===== config.mk =====
export PLATFORM = sky130hd
export DESIGN_NAME = msw_update
export DESIGN_NICKNAME = d
export VERILOG_FILES = /design/src/rtl/msw_pkg.sv /design/src/rtl/msw_fault_decode.sv /design/src/rtl/msw_next.sv /design/src/rtl/msw_update.sv
export SDC_FILE = /design/constraint.sdc
export NUM_CORES = 1
export LEC_CHECK = 0
export ABC_AREA = 1
export BUFFER_PORTS_ARGS = -buffer_cell sky130_fd_sc_hd__buf_2
export CAP_MARGIN = 40
export CORE_UTILIZATION = 30
export CTS_BUF_LIST = sky130_fd_sc_hd__clkbuf_4 sky130_fd_sc_hd__clkbuf_8
export CTS_CLUSTER_DIAMETER = 150
export CTS_CLUSTER_SIZE = 20
export DETAILED_ROUTE_END_ITERATION = 8
export SYNTH_ARGS = -nofsm -noshare
export SYNTH_HDL_FRONTEND = slang
export SYNTH_SLANG_ARGS = --single-unit

===== constraint.sdc =====
create_clock -name clk -period 0.9 [get_ports clk]
set_clock_uncertainty 0.05 [all_clocks]
set_input_delay 0.09 -clock clk [delete_from_list [all_inputs] [get_ports clk]]
set_output_delay 0.09 -clock clk [all_outputs]
set_load 0.1 [all_outputs]

===== src/rtl/msw_pkg.sv =====
package msw_pkg;

  typedef enum logic [1:0] {
    MODE_REAL = 2'd0,
    MODE_PROT = 2'd1,
    MODE_V86  = 2'd2,
    MODE_LONG = 2'd3
  } cpu_mode_e;

  typedef enum logic [1:0] {
    FLT_NONE = 2'd0,
    FLT_GP   = 2'd1,
    FLT_UD   = 2'd2
  } fault_e;

  localparam int MSW_OPND_W = 16;
  localparam int MSW_LOAD_W = 4;

  // Fault for a legacy load: LOCK wins over privilege.
  function automatic fault_e legacy_fault(input logic lock_i,
                                          input logic [1:0] cpl_i,
                                          input cpu_mode_e mode_i);
    if (lock_i)
      return FLT_UD;
    else if (mode_i != MODE_REAL && cpl_i != 2'd0)
      return FLT_GP;
    else
      return FLT_NONE;
  endfunction

  // Low nibble after a legacy load: bit 0 may only rise.
  function automatic logic [MSW_LOAD_W-1:0] legacy_nibble(
      input logic [MSW_LOAD_W-1:0] cur_i,
      input logic [MSW_LOAD_W-1:0] src_i);
    return {src_i[MSW_LOAD_W-1:1], cur_i[0] | src_i[0]};
  endfunction

endpackage


===== src/rtl/msw_fault_decode.sv =====
module msw_fault_decode
  import msw_pkg::*;
(
  input  logic       wr_en,
  input  logic       wr_full,
  input  logic       lock,
  input  logic [1:0] cpl,
  input  logic [1:0] mode,
  output fault_e     flt
);

  always_comb begin
    if (wr_en && !wr_full)
      flt = legacy_fault(lock, cpl, cpu_mode_e'(mode));
    else
      flt = FLT_NONE;
  end

endmodule


===== src/rtl/msw_next.sv =====
module msw_next
  import msw_pkg::*;
#(
  parameter int XLEN = 32
) (
  input  logic [XLEN-1:0]       cur,
  input  logic [MSW_OPND_W-1:0] src_msw,
  input  logic [XLEN-1:0]       src_full,
  input  logic                  sel_full,
  output logic [XLEN-1:0]       nxt
);

  logic [XLEN-1:0] legacy_val;

  generate
    if (XLEN > MSW_LOAD_W) begin : g_upper
      assign legacy_val = {cur[XLEN-1:MSW_LOAD_W],
                           legacy_nibble(cur[MSW_LOAD_W-1:0], src_msw[MSW_LOAD_W-1:0])};
    end else begin : g_narrow
      assign legacy_val = legacy_nibble(cur[MSW_LOAD_W-1:0], src_msw[MSW_LOAD_W-1:0]);
    end
  endgenerate

  assign nxt = sel_full ? src_full : legacy_val;

endmodule


===== src/rtl/msw_update.sv =====
module msw_update
  import msw_pkg::*;
#(
  parameter int              XLEN      = 32,
  parameter logic [XLEN-1:0] RST_VALUE = 32'h0000_0010
) (
  input  logic            clk,
  input  logic            rst_n,
  input  logic            wr_en,
  input  logic            wr_full,
  input  logic [15:0]     src_msw,
  input  logic [XLEN-1:0] src_full,
  input  logic [1:0]      cpl,
  input  logic [1:0]      mode,
  input  logic            lock,
  output logic [XLEN-1:0] ctl_reg,
  output logic            prot_mode,
  output logic            serialize,
  output logic [1:0]      fault_code
);

  // Reset always lands in real-address mode.
  localparam logic [XLEN-1:0] RST_CLEAN = RST_VALUE & ~{{(XLEN-1){1'b0}}, 1'b1};

  fault_e          flt_now;
  logic            fault_now;
  logic            accept_legacy;
  logic            accept_full;
  logic            ctl_we;
  logic [XLEN-1:0] ctl_q;
  logic [XLEN-1:0] ctl_nxt;
  logic            ser_q;
  fault_e          flt_q;

  msw_fault_decode u_dec (
    .wr_en   (wr_en),
    .wr_full (wr_full),
    .lock    (lock),
    .cpl     (cpl),
    .mode    (mode),
    .flt     (flt_now)
  );

  msw_next #(.XLEN(XLEN)) u_nxt (
    .cur      (ctl_q),
    .src_msw  (src_msw),
    .src_full (src_full),
    .sel_full (wr_full),
    .nxt      (ctl_nxt)
  );

  assign fault_now     = (flt_now != FLT_NONE);
  assign accept_legacy = wr_en && !wr_full && !fault_now;
  assign accept_full   = wr_en && wr_full;
  assign ctl_we        = accept_legacy || accept_full;

  always_ff @(posedge clk) begin
    if (!rst_n) begin
      ctl_q <= RST_CLEAN;
      ser_q <= 1'b0;
      flt_q <= FLT_NONE;
    end else begin
      if (ctl_we)
        ctl_q <= ctl_nxt;
      ser_q <= accept_legacy;
      flt_q <= flt_now;
    end
  end

  assign ctl_reg    = ctl_q;
  assign prot_mode  = ctl_q[0];
  assign serialize  = ser_q;
  assign fault_code = flt_q;

endmodule


[Word level (Yosys, flattened, before mapping)]
Index checks and enable logic that the tools add are counted.
Operators by class
  muxes and demuxes: 4
  bitwise operators: 1
  reductions and logical operators: 11
Operator list (number)
  nonzero test 2 bit: 3
  logical AND 1 bit: 4
  2-to-1 mux 2 bit: 2
  2-to-1 mux 4 bit: 1
  logical NOT 1 bit: 2
  AND reduction 2 bit: 1
  logical OR 1 bit: 1
  2-to-1 mux 1 bit: 1
  bitwise OR 1 bit: 1
Word-level totals
  output and inout port bits: 36
  bits in registers: 35

[Longest topological paths before layout]
  depth after elaboration: 10
  depth in mapped cells: 9

[Cells and area by module]
A second synthesis with hierarchy kept.
Second synthesis, totals
  cells, all modules: 337
  area, all modules: 2070.7 µm²
By module, submodules not included
  msw_update: area each 1520.2 µm², cells an instance 220, times used 1
  msw_next: area each 495.5 µm², cells an instance 104, times used 1
  msw_fault_decode: area each 55.1 µm², cells an instance 13, times used 1

[Worst setup path after synthesis]
No wires, ideal clock.
  path type: register to output
  start: register ctl_q[0] (netlist: ctl_reg[0])
  end: output ctl_reg[0]
  arrival: 1.373 ns
  required time: 0.760 ns
  cell stages (with the launch flop): 2
  setup slack: -0.613 ns
  cells stage by stage: dfxtp_1 buf_4
RTL lines
  start, declared: line msw_update.sv:30  | logic [XLEN-1:0] ctl_q;
  start signal, assigned: line msw_update.sv:64  | ctl_q <= ctl_nxt;
  end, declared: line msw_update.sv:16  | output logic [XLEN-1:0] ctl_reg,
No word-level cell between the ends.

[Worst setup path in the final report]
  start: register ctl_q[0] (netlist: ctl_reg[0])
  end: output prot_mode
RTL lines
  end, declared: line msw_update.sv:17  | output logic prot_mode,
No word-level cell between the ends.

==> summary.md <==
| Metric | Value |
|---|---|
| Initial Util | `around a third` |
| Max-slew violation count | `0` |
| Hold path depth | `2` |
| R2R Setup Slk | `roughly 0.24 ns` |
| CP peak stage delay | `between 0.3 and 0.4 ns` |
| H-tree Lvls | `2` |
| Violated checks | `hold timing, setup timing` |
| Layout Cells excl Fill | `roughly 300` |
| Final min period | `about 0.97 ns` |
| First-pass GRT wire length | `5.04 mm` |
| Port bufs | `80` |
| Commonest cells after routing, fill and taps aside | `nor2_1, buf_2, buf_12` |
| Clock Tree Buf Depth | `2` |
| Placer Congestion | `0.657` |
| Tot Pwr | `roughly 4.3 mW` |
| Worst path depth | `1` |
| Drt wl/cell | `between 10 and 15 um` |
| Ant. Diodes | `0` |
| Via count | `1276` |
| 1st-pass router iterations | `4` |
| Critical Path, Cell by Cell | `buf_12` |
| Clock Latency Late Sink | `around 0.27 ns` |
| Fmax | `about 1000 MHz` |
| Place WS | `-0.0808 ns` |
| GRT Total Usage | `14.7%` |
| Library cells used by synthesis | `19` |
| Vias per cell | `4.20` |
| CP startpoint kind | `flip-flop` |
| HP Class | `in -> reg` |
| Die width | `68.8 um` |
| Arr. time, crit path | `roughly 0.83 ns` |
| Netlist Area Pre-Place | `between 1000 and 1500 um2` |
| Syn Inst Count | `approximately 170` |
| Worst r2r src | `ctl_reg[27]$_SDFFE_PN0P_` |
| Placed cells | `around 300` |
| Final Util | `roughly three fifths` |
| Layout Area Growth over Synthesis | `91.4%` |
| CTS Buf Count | `5` |
| Top Family by Delay on Critical Path | `flip-flops` |
| Least-Margin Pin Slew | `roughly 0.28 ns` |
| Post-CTS Resized | `0` |
| Slowest-stage cell, CP | `dfxtp_4` |
| Hold WS | `-0.00634 ns` |
| Cell area after layout | `between 2000 and 3000 um2` |
| Cell Pwr Density | `approximately 1700 nW/um2` |
| Die ar. | `roughly 4700 um2` |
| Unrepaired setup endpoints after global routing | `true` |
| Clock tree from TritonCTS | `yes` |
| Post-route ant nets | `0` |
| Synth Register Bits | `35` |
| Detailed Route Iter0 Violations | `48` |
| CORE AREA | `between 4000 and 5000 um2` |
| Setup ws final | `-0.0684 ns` |
| Mean Syn Cell Area | `7.97 um2` |
| Crit share post-route | `108%` |
| Setup TNS | `-1.36 ns` |
| Largest register FFs | `32` |
| Post-synthesis sequential area ratio | `between 50 and 60%` |
| Commonest non-fill, non-tap cell in the layout | `nor2_1` |
| Fin. Hold Viols | `1` |
| Setup CP Type | `reg -> out` |
| WP buf/inv | `1` |
| Total clock sinks | `35` |
| Number of global-route vias before repair | `1104` |
| Layout cells sized above 1 | `between 50% and 60%` |
| Number of remaining DRC errors | `0` |
| CTS root buf | `clkbuf_8` |
| Fill count | `~350` |
| Outcome | `finished, violations left` |
| Yosys Warn Count | `0` |
| # IOs | `93` |
| Crit-path max FO | `3` |
| Pleak | `roughly 1.1 nW` |
| Drt total wl | `3.26 mm` |
| Crit. End Element | `primary output` |
| Final setup fails | `36` |
| Critical Path Start | `ctl_reg[0]$_SDFFE_PN0P_` |
| CP required | `0.76 ns` |
| Post-CTS Hold Buffers | `1` |
| Max-cap violations | `0` |
| Worst R2R Path Depth | `2` |
| Fin nets | `310` |
| Worst VDD drop | `around 0.79 mV` |
| Detail Placement HPWL | `approximately 2.5 mm` |
| Area after DPL | `~2500 um2` |
| Clock-pin slew on the worst setup and hold paths | `0.06 ns` |
| Largest net degree at the start of global routing | `29` |
| Syn Nets | `225` |
| GRT overflow | `0` |
| Die height | `between 60 and 70 um` |
| Max transition margin | `81.0%` |
| Antenna violations before repair | `0` |
| Cell Rows | `23` |
| Hold_sp | `lock` |
[timing repair]
item,in CTS,in global routing
hold endpoints to repair,2,1
setup endpoints to repair,36,36
buffers inserted,0,0
cloned,0,0
[worst paths after layout]
path | end
max | prot_mode
min | fault_code[0]$_SDFF_PN0_
max reg2reg | ctl_reg[27]$_SDFFE_PN0P_
min reg2reg | ctl_reg[0]$_SDFFE_PN0P_
[synth_stat cells (all sizes together)]
| cell | number | area, um2 |
|---|---|---|
| inv | 8 | 35.0 |
| buf | 6 | 57.6 |
| nor4 | 1 | 6.26 |
| nor2 | 63 | 244 |
| dfxtp | 35 | 701 |
| nand3 | 1 | 5.00 |
| o21ai | 28 | 140 |
| a21oi | 1 | 5.00 |
| or2 | 1 | 6.26 |
| clkbuf | 4 | 17.5 |
| nand2 | 17 | 91.3 |
| mux2i | 3 | 30.0 |
[cell type report]
class                      count  area, um2  share of cell area, %
multi-input combinational    115        528                   20.6
clock buffer                   6       76.3                   2.98
sequential                    35        825                   32.2
tap                           50       62.6                   2.44
inverter                       8       35.0                   1.37
clock inverter                 2       7.51                  0.293
timing repair buffer          88       1030                   40.1
[where the power goes]
part	switching (mW)	total, mW	internal [mW]
sequential	0.103	1.73	1.63
combinational	0.976	1.55	0.571
clock	0.492	1.05	0.557
total	1.57	4.33	2.75
[cells by family after synthesis]
| family | after synthesis | synth area share [%] |
|---|---|---|
| buffers and inverters | 18 | 8.22 |
| AO/OA/AOI/OAI | 29 | 10.8 |
| AND/OR/NAND/NOR | 83 | 26.4 |
| flip-flops | 35 | 52.3 |
| multiplexers | 3 | 2.24 |
[metal layers]
metal	vias up	global-route usage, %	share of wire [%]
li1	691	-	-
met1	536	17.0	42
met2	46	24.9	50
met3	3	4.77	7.6
met4	0	6.12	0.71
met5	-	0	0
Note: power is estimated with default switching activity, not from simulation.
